### src/rtl/cal_pkg.sv
`timescale 1ns/1ps
package cal_pkg;
  typedef enum logic [1:0] {
    ST_IDLE  = 2'd0,
    ST_RUN   = 2'd1,
    ST_DONE  = 2'd2,
    ST_ABORT = 2'd3
  } cal_state_e;

  localparam logic [2:0] CC_SELF_OFF = 3'b001;
  localparam logic [2:0] CC_SELF_GN  = 3'b010;
  localparam logic [2:0] CC_SYS_OFF  = 3'b101;
  localparam logic [2:0] CC_SYS_GN   = 3'b110;

  function automatic logic code_known(input logic [2:0] c);
    return (c == CC_SELF_OFF) || (c == CC_SELF_GN) ||
           (c == CC_SYS_OFF)  || (c == CC_SYS_GN);
  endfunction
endpackage

### src/rtl/cal_cmd_decode.sv
`timescale 1ns/1ps
module cal_cmd_decode (
  input  logic [7:0] cmd_byte,
  output logic       start_ok,
  output logic       is_gain,
  output logic       is_system
);
  import cal_pkg::*;
  logic [2:0] code;

  always_comb begin
    code      = cmd_byte[2:0];
    start_ok  = cmd_byte[7] && (cmd_byte[6:3] == 4'd0) && code_known(code);
    is_gain   = code[1];
    is_system = code[2];
  end
endmodule

### src/rtl/cal_len_calc.sv
`timescale 1ns/1ps
module cal_len_calc #(
  parameter int unsigned CW = 16,
  parameter int unsigned NRATE = 16,
  parameter int unsigned CONV_LEN [NRATE] = '{1200, 1360, 1520, 1680, 1840, 2000, 2160, 2320,
                                              2480, 2640, 2800, 2960, 3120, 3280, 3440, 3600},
  parameter int unsigned OFF_SHORT_F0  = 608,
  parameter int unsigned OFF_SHORT_F1  = 729,
  parameter int unsigned GAIN_SHORT_F0 = 128,
  parameter int unsigned GAIN_SHORT_F1 = 153,
  localparam int unsigned RW = $clog2(NRATE)
) (
  input  logic [RW-1:0] rate,
  input  logic          frs,
  input  logic          is_gain,
  output logic [CW-1:0] len
);
  logic [CW-1:0] tbl [NRATE];

  for (genvar g = 0; g < NRATE; g++) begin : g_tbl
    assign tbl[g] = CW'(CONV_LEN[g]);
  end

  logic [CW-1:0] base, ext, shortv;

  always_comb begin
    base = tbl[rate];
    ext  = frs ? (base + (base / CW'(5))) : base;
    unique case ({is_gain, frs})
      2'b00:   shortv = CW'(OFF_SHORT_F0);
      2'b01:   shortv = CW'(OFF_SHORT_F1);
      2'b10:   shortv = CW'(GAIN_SHORT_F0);
      default: shortv = CW'(GAIN_SHORT_F1);
    endcase
    len = ext - shortv;
  end
endmodule

### src/rtl/cal_timer.sv
`timescale 1ns/1ps
module cal_timer #(
  parameter int unsigned CW = 16
) (
  input  logic          clk,
  input  logic          rst_n,
  input  logic          load,
  input  logic [CW-1:0] load_len,
  input  logic          run_en,
  output logic          zero
);
  logic [CW-1:0] cnt_q, cnt_d;
  logic          cnt_en;

  always_comb begin
    cnt_en = load || (run_en && (cnt_q != '0));
    cnt_d  = load ? (load_len - CW'(1)) : (cnt_q - CW'(1));
  end

  always_ff @(posedge clk or negedge rst_n) begin
    if (!rst_n)      cnt_q <= '0;
    else if (cnt_en) cnt_q <= cnt_d;
  end

  assign zero = (cnt_q == '0);
endmodule

### src/rtl/cal_fsm.sv
`timescale 1ns/1ps
module cal_fsm (
  input  logic clk,
  input  logic rst_n,
  input  logic cmd_valid,
  input  logic start_ok,
  input  logic port_touch,
  input  logic timer_zero,
  output logic accept,
  output logic run_en,
  output logic write_en,
  output logic busy,
  output logic sdo
);
  import cal_pkg::*;
  cal_state_e st_q, st_d;
  logic       touched;

  always_comb begin
    touched  = port_touch || cmd_valid;
    accept   = cmd_valid && start_ok && ((st_q == ST_IDLE) || (st_q == ST_DONE));
    run_en   = (st_q == ST_RUN);
    write_en = run_en && timer_zero && !touched;
    st_d     = st_q;
    unique case (st_q)
      ST_IDLE:  if (accept) st_d = ST_RUN;
      ST_RUN: begin
        if (touched)         st_d = ST_ABORT;
        else if (timer_zero) st_d = ST_DONE;
      end
      ST_DONE: begin
        if (accept)       st_d = ST_RUN;
        else if (touched) st_d = ST_IDLE;
      end
      default:            st_d = ST_IDLE;
    endcase
  end

  always_ff @(posedge clk or negedge rst_n) begin
    if (!rst_n) st_q <= ST_IDLE;
    else        st_q <= st_d;
  end

  assign busy = (st_q == ST_RUN);
  assign sdo  = (st_q != ST_DONE);
endmodule

### src/rtl/cal_regs.sv
`timescale 1ns/1ps
module cal_regs #(
  parameter int unsigned DW = 24
) (
  input  logic          clk,
  input  logic          rst_n,
  input  logic          load,
  input  logic          is_gain,
  input  logic          write_en,
  input  logic [DW-1:0] result,
  output logic [DW-1:0] off_reg,
  output logic [DW-1:0] gain_reg
);
  logic sel_gain_q;
  logic off_en, gain_en;

  always_ff @(posedge clk or negedge rst_n) begin
    if (!rst_n)    sel_gain_q <= 1'b0;
    else if (load) sel_gain_q <= is_gain;
  end

  always_comb begin
    off_en  = write_en && !sel_gain_q;
    gain_en = write_en &&  sel_gain_q;
  end

  always_ff @(posedge clk or negedge rst_n) begin
    if (!rst_n)      off_reg <= '0;
    else if (off_en) off_reg <= result;
  end

  always_ff @(posedge clk or negedge rst_n) begin
    if (!rst_n)       gain_reg <= '0;
    else if (gain_en) gain_reg <= result;
  end
endmodule

### src/rtl/cal_seq.sv
`timescale 1ns/1ps
module cal_seq #(
  parameter int unsigned DW = 24,
  parameter int unsigned CW = 16,
  parameter int unsigned CONV_LEN [16] = '{1200, 1360, 1520, 1680, 1840, 2000, 2160, 2320,
                                           2480, 2640, 2800, 2960, 3120, 3280, 3440, 3600}
) (
  input  logic          clk,
  input  logic          rst_n,
  input  logic          cmd_valid,
  input  logic [7:0]    cmd_byte,
  input  logic          port_touch,
  input  logic [3:0]    cfg_word_rate,
  input  logic          cfg_frs,
  input  logic          cfg_bipolar,
  input  logic [DW-1:0] filt_result,
  output logic          busy,
  output logic          sdo,
  output logic [DW-1:0] off_reg,
  output logic [DW-1:0] gain_reg,
  output logic [3:0]    cal_rate,
  output logic          cal_frs,
  output logic          cal_bipolar,
  output logic          cal_system
);
  logic [1:0]    rst_sync_q;
  logic          rst_n_s;
  logic          start_ok, is_gain, is_system;
  logic          accept, run_en, write_en, timer_zero;
  logic [CW-1:0] len;

  always_ff @(posedge clk or negedge rst_n) begin
    if (!rst_n) rst_sync_q <= 2'b00;
    else        rst_sync_q <= {rst_sync_q[0], 1'b1};
  end
  assign rst_n_s = rst_sync_q[1];

  cal_cmd_decode u_dec (
    .cmd_byte (cmd_byte),
    .start_ok (start_ok),
    .is_gain  (is_gain),
    .is_system(is_system)
  );

  cal_len_calc #(.CW(CW), .NRATE(16), .CONV_LEN(CONV_LEN)) u_len (
    .rate   (cfg_word_rate),
    .frs    (cfg_frs),
    .is_gain(is_gain),
    .len    (len)
  );

  cal_fsm u_fsm (
    .clk       (clk),
    .rst_n     (rst_n_s),
    .cmd_valid (cmd_valid),
    .start_ok  (start_ok),
    .port_touch(port_touch),
    .timer_zero(timer_zero),
    .accept    (accept),
    .run_en    (run_en),
    .write_en  (write_en),
    .busy      (busy),
    .sdo       (sdo)
  );

  cal_timer #(.CW(CW)) u_tmr (
    .clk     (clk),
    .rst_n   (rst_n_s),
    .load    (accept),
    .load_len(len),
    .run_en  (run_en),
    .zero    (timer_zero)
  );

  cal_regs #(.DW(DW)) u_regs (
    .clk     (clk),
    .rst_n   (rst_n_s),
    .load    (accept),
    .is_gain (is_gain),
    .write_en(write_en),
    .result  (filt_result),
    .off_reg (off_reg),
    .gain_reg(gain_reg)
  );

  always_ff @(posedge clk or negedge rst_n_s) begin
    if (!rst_n_s) begin
      cal_rate    <= 4'd0;
      cal_frs     <= 1'b0;
      cal_bipolar <= 1'b0;
      cal_system  <= 1'b0;
    end else if (accept) begin
      cal_rate    <= cfg_word_rate;
      cal_frs     <= cfg_frs;
      cal_bipolar <= cfg_bipolar;
      cal_system  <= is_system;
    end
  end
endmodule

### config.mk
export PLATFORM = sky130hd
export DESIGN_NAME = cal_seq
export DESIGN_NICKNAME = d
export VERILOG_FILES = /design/src/rtl/cal_pkg.sv /design/src/rtl/cal_cmd_decode.sv /design/src/rtl/cal_len_calc.sv /design/src/rtl/cal_timer.sv /design/src/rtl/cal_fsm.sv /design/src/rtl/cal_regs.sv /design/src/rtl/cal_seq.sv
export SDC_FILE = /design/constraint.sdc
export NUM_CORES = 1
export LEC_CHECK = 0
export BUFFER_PORTS_ARGS = -buffer_cell sky130_fd_sc_hd__buf_4
export CAP_MARGIN = 20
export CORE_MARGIN = 2
export CORE_UTILIZATION = 54
export DETAILED_ROUTE_END_ITERATION = 16
export PLACE_DENSITY = 0.79
export SETUP_SLACK_MARGIN = 0.4
export SLEW_MARGIN = 5
export SYNTH_ARGS = -nofsm -noshare
export SYNTH_HDL_FRONTEND = slang
export SYNTH_HIERARCHICAL = 1
export SYNTH_SLANG_ARGS = --single-unit
### constraint.sdc
create_clock -name clk -period 2.2 [get_ports clk]
set_input_delay 0.33 -clock clk [delete_from_list [all_inputs] [get_ports clk]]
set_output_delay 0.33 -clock clk [all_outputs]
set_load 0.005 [all_outputs]
==> results of run 1 <==
==> cell families after synthesis <==
logic type	Yosys count	synth area share, %
simple gates	253	20.1
xor+xnor	38	4.57
other cells	1	0.0515
fa+ha+maj	33	5.74
mux	76	12.9
flops	76	26.1
buf+inv	72	5.19
compound gates	243	25.3
==> repair_timing <==
item	CTS
endpoints found under the setup margin	74
hold buffers	1
hold endpoints to repair	2
setup buffers	50
cloned	6
pin swaps	50
gates resized for setup	117
==> metal layers <==
metal  GRT usage (%)  GRT overflow
met1            74.8             0
met2            90.9             1
met3            62.1             0
met4            71.0             1
met5            35.3             0
==> through the flow <==
step | setup TNS [ns] | instances | utilization, % | area [um2]
2_1_floorplan | -126.92 | 792 | - | 7670
3_3_place_gp | -123.87 | 1328 | 80.3 | 10600
3_5_place_dp | -142.04 | 1328 | 80.3 | 10600
4_1_cts | -121.88 | 1401 | 90.8 | 12000
==> cell usage after synthesis (5+ instances only) <==
master    instances
nor3_1           21
clkbuf_1         11
a21boi_0          6
a31oi_1          11
nand4_1          12
buf_6             5
nand2_1          48
and3_1            5
mux2_2           34
dfrtp_1          76
and2_1            8
o31a_1            9
nor4_1           10
or3_1             6
a21o_1           10
mux2i_1          15
o31ai_1          11
o211ai_1         12
nand3_1          21
a21oi_1          36
nor2b_1          13
xor2_1           12
mux2_4           27
xnor2_1          26
a211o_1           8
o21a_1            7
ha_1             30
o21ai_0          38
buf_2            11
nor2_1           43
or4_1             7
or2_2             5
a211oi_1         13
buf_4             6
inv_1            30
nor4b_1           5
o21ai_1           5
o22ai_1           6
nand2b_1         11
==> impl_metrics.yaml, run 1 <==
synthesis:
  synth_area_leaders: "dfrtp_1 26%, mux2_4 5.6%, mux2_2 5.3%"
  yosysWarningCount: 6
  synth_edf_count: 0
  synth_flop_cell: "dfrtp_1"
  ys_seq_area_share_pct: 26.1
  mappedNetlistNets: 865
  synthCells: 792
  syn_area_um2: 7280
  synth.distinct_cells: 115
  synth_top_cell_area_share_pct: 26.1
  async_reset_ff_share_pct: 100
  synth_seq_cells: 76
  syn_area_per_cell_um2: 9.20
  yosysTopAreaCell: "dfrtp_1"
placement:
  io_buffers: 98
  post-dp-hpwl_mm: 20.8
  gp_congestion: 0.978
  dp_slack_ns: -8.75
outcome:
  status: "aborted with a tool error"
  flow.stopped_at: "global routing (5_1_grt)"
  first-error: "[ERROR GRT-0116] Global routing finished with congestion. Check the congestion regions in the DRC Viewer."
floorplan:
  die_h_um: 120
  die_w_um: 120
  start_util_pct: 55.2
  pin_count: 99
  row_count: 42
global_route:
  grt.total_usage_pct: 75.0
  grt_pass1_wl_mm: 80.0
  grt_max_degree: 30
  gr-total-overflow: 2
  grt_pass1_vias: 12200
clock_network:
  cts_buffers: 9
  cts-root-buf: "clkbuf_16"
  htreeDepth: 3
  cts_buffer_depth: 2
  cts.sinks: 76
==> run 2, diff against run 1 <==
Settings changed: CORE_UTILIZATION 54 to 40, PLACE_DENSITY 0.79 to not set, PLACE_DENSITY_LB_ADDON set to 0.15, SETUP_SLACK_MARGIN 0.4 to not set.
Clock period 2.2 ns to 2.85 ns, I/O delays scaled along.
==> run 2 against run 1 <==
Net effect: the flow now finishes, with violations (setup timing); area after synthesis unchanged; synthesized cell count unchanged.
==> impl_metrics.yaml, run 2 <==
synthesis:
  yosys.area_share.adder_pct: 5.74
  synth_compound_area_share_pct: 25.3
  synth.distinct_cells: 115
  yosysMostFrequentCell: "dfrtp_1"
  synth_top_family_by_area: "compound AO/OA/AOI/OAI gates"
  synthSimpleGateAreaFrac_pct: 20.1
  syn_area_per_cell_um2: 9.20
  synth_area_leaders: "dfrtp_1 26%, mux2_4 5.6%, mux2_2 5.3%"
  synth.top_cells.by_count: "76 x dfrtp_1, 48 x nand2_1, 43 x nor2_1"
  synth_flop_cell: "dfrtp_1"
  syn_area_um2: 7280
  synth_edf_count: 0
  yosysWarningCount: 6
  synth_seq_cells: 76
  synthCells: 792
  mappedNetlistNets: 865
  async_reset_ff_share_pct: 100
  ys_seq_area_share_pct: 26.1
  synthMuxAreaShare_pct: 12.9
  synth_top_cell_area_share_pct: 26.1
  synth_xor_area_share_pct: 4.57
  yosysTopAreaCell: "dfrtp_1"
routing:
  routedWlPerCell_um: 17.5
  routed-via-count: 7881
  drc_errors: 0
  vias_per_cell: 5.62
  ant_nets: 0
  drt_iter0_drc: 569
  routed_wl_mm: 24.5
  drt_pass1_iterations: 7
timing:
  relSlewSlack_pct: 54.3
  setup_ws_ns: -7.31
  worst_hold_slack_ns: 0.257
  fin_crit_sh_pct: 357
  worst_pin_slew_ns: 0.686
  fin_skew_ns: 0.00825
  setup_viol: 16
  finalMaxSlewViolations: 0
  maxClockFrequency_ghz: 0.0984
  rsz0062_at_grt: "yes"
  period_needed_ns: 10.16
  hold_viol: 0
floorplan:
  die_h_um: 139
  core_area_um2: 17900
  start_util_pct: 40.7
  die_area_um2: 19300
  die_w_um: 139
  row_count: 49
  pin_count: 99
global_route:
  grt_pass1_vias: 8191
  gr-total-overflow: 0
  antenna_found_initial: 0
  grt_pass1_wl_mm: 40.4
  grt_max_degree: 54
  grt.total_usage_pct: 25.0
placement:
  post-dp-hpwl_mm: 19.0
  io_buffers: 98
  gp_congestion: 0.946
  dpl.cell_count: 1362
  dp_slack_ns: -8.01
critical_path:
  timing.rr.start: "u_fsm/st_q[0]"
  path_class: "input pin to flip-flop"
  endpoint_kind: "flip-flop"
  regToRegEndpoint: "u_tmr/cnt_q[8]"
  cp_max_fo: 4
  rrSetupSlack_ns: -0.25
  slowest_stage: "or4_4"
  required_ns: 3.10
  max_stage_delay_ns: 0.58
  critPathMostFrequentCell: "ha_4"
  reg2regPathDepth: 8
  cp-start-kind: "input pin"
  critPathArrivalTime_ns: 10.41
outcome:
  status: "complete, but fails checks"
  violations: "setup timing"
cells_and_area:
  stdcell_count: 1403
  n_antenna_cell: 0
  drive_above_1_share_pct: 52.2
  final_cell_mix: "384 x buf_4, 75 x dfrtp_1, 45 x nand2_1"
  fillers: 1485
  area_growth_pct: 56.2
  mostFrequentLayoutCell: "buf_4"
  nets: 1242
  utilization_pct: 63.6
run:
  max_cap_viol_count: 0
clock_network:
  clk_latency_ns: 0.34
  cts_tree: "done"
  clk_pin_slew_ns: 0.07
  htreeDepth: 3
  cts_buffers: 9
  cts-root-buf: "clkbuf_16"
  cts_buffer_depth: 2
  cts.sinks: 76
power:
  power_leakage_nw: 5.41
  peakVddDrop_uv: 856
  p_per_area_nw_per_um2: 882
worst_hold_path:
  hold_path_class: "flip-flop to asynchronous set/reset pin"
## run 2: cell counts after synthesis
Identical to the previous run, type by type.
## run 2: through the flow
stage / power (mW) / cell area [um2] / setup TNS [ns]
CTS: 9.65 / 11100 / -106.46
detailed placement: 8.10 / 10500 / -118.58
floorplan: 5.22 / 7630 / -115.80
finish: 10.0 / 11400 / -107.43
global placement: 7.98 / 10500 / -113.28
global route: 10.8 / 11400 / -115.53
## run 2: timing repair
action | CTS | global route
pin swaps | 30 | 24
buffers inserted | 13 | 13
endpoints found under the setup margin | 16 | 40
hold buffers | 1 | 0
endpoints found under the hold margin | 2 | 0
gates cloned | 0 | 0
gates resized for setup | 46 | 36
## run 2: critical path, delay by kind of cell
family	cells	cell delay (ns)
simple gates	22	4.28
fa+ha+maj	11	2.45
compound gates	11	2.02
xor+xnor	4	0.59
buf+inv	5	0.32
mux	2	0.28
## run 2: logic make-up (layout without fill, tap and decap cells)
kind of cell,Yosys count,after routing
AND/OR/NAND/NOR,253,253
AO/OA/AOI/OAI,243,243
multiplexers,76,76
flip-flops,76,76
buffers and inverters,72,454
XOR/XNOR,38,38
adder cells (fa/ha/maj),33,33
other,1,1
## run 2: worst max path at each step
| stage | cells after the start | start | to | slack (ns) |
|---|---|---|---|---|
| 6_report | 55 | cfg_word_rate[1] | u_tmr/cnt_q[8] | -7.31 |
| 5_1_grt | 58 | cfg_word_rate[0] | u_tmr/cnt_q[13] | -7.81 |
| 4_1_cts | 59 | cfg_word_rate[0] | u_tmr/cnt_q[13] | -7.21 |
| 3_5_place_dp | 54 | cfg_word_rate[0] | u_tmr/cnt_q[12] | -8.01 |
| 3_3_place_gp | 55 | cfg_word_rate[0] | u_tmr/cnt_q[12] | -7.59 |
| 2_1_floorplan | 57 | cfg_word_rate[1] | u_tmr/cnt_q[8] | -7.85 |
## run 2: layout make-up
| class | instances | area [um2] | share of cell area, % |
|---|---|---|---|
| clock inverters | 7 | 65.1 | 0.572 |
| repair buffers | 404 | 3140 | 27.6 |
| well taps | 229 | 287 | 2.52 |
| flip-flops and latches | 76 | 1900 | 16.7 |
| clock buffers | 9 | 225 | 1.98 |
| inverters | 34 | 143 | 1.25 |
| multi-input cells | 644 | 5620 | 49.4 |
## run 2: layer usage
metal | part of all wire (%) | global-route usage [%] | vias up | wire [um]
li1 | - | - | 3777 | -
met1 | 43 | 31.1 | 3828 | 10400
met2 | 50 | 44.6 | 242 | 12300
met3 | 5.7 | 4.21 | 34 | 1410
met4 | 1.8 | 7.28 | 0 | 444
met5 | 0 | 0 | - | 0
## run 2: report_power, final
group / internal [mW] / total, mW / switching, mW
combinational: 3.91 / 7.61 / 3.70
clock: 0.612 / 1.10 / 0.489
sequential: 1.19 / 1.33 / 0.140
total: 5.71 / 10.0 / 4.33
No activity file was read; power rests on OpenSTA's default activity.
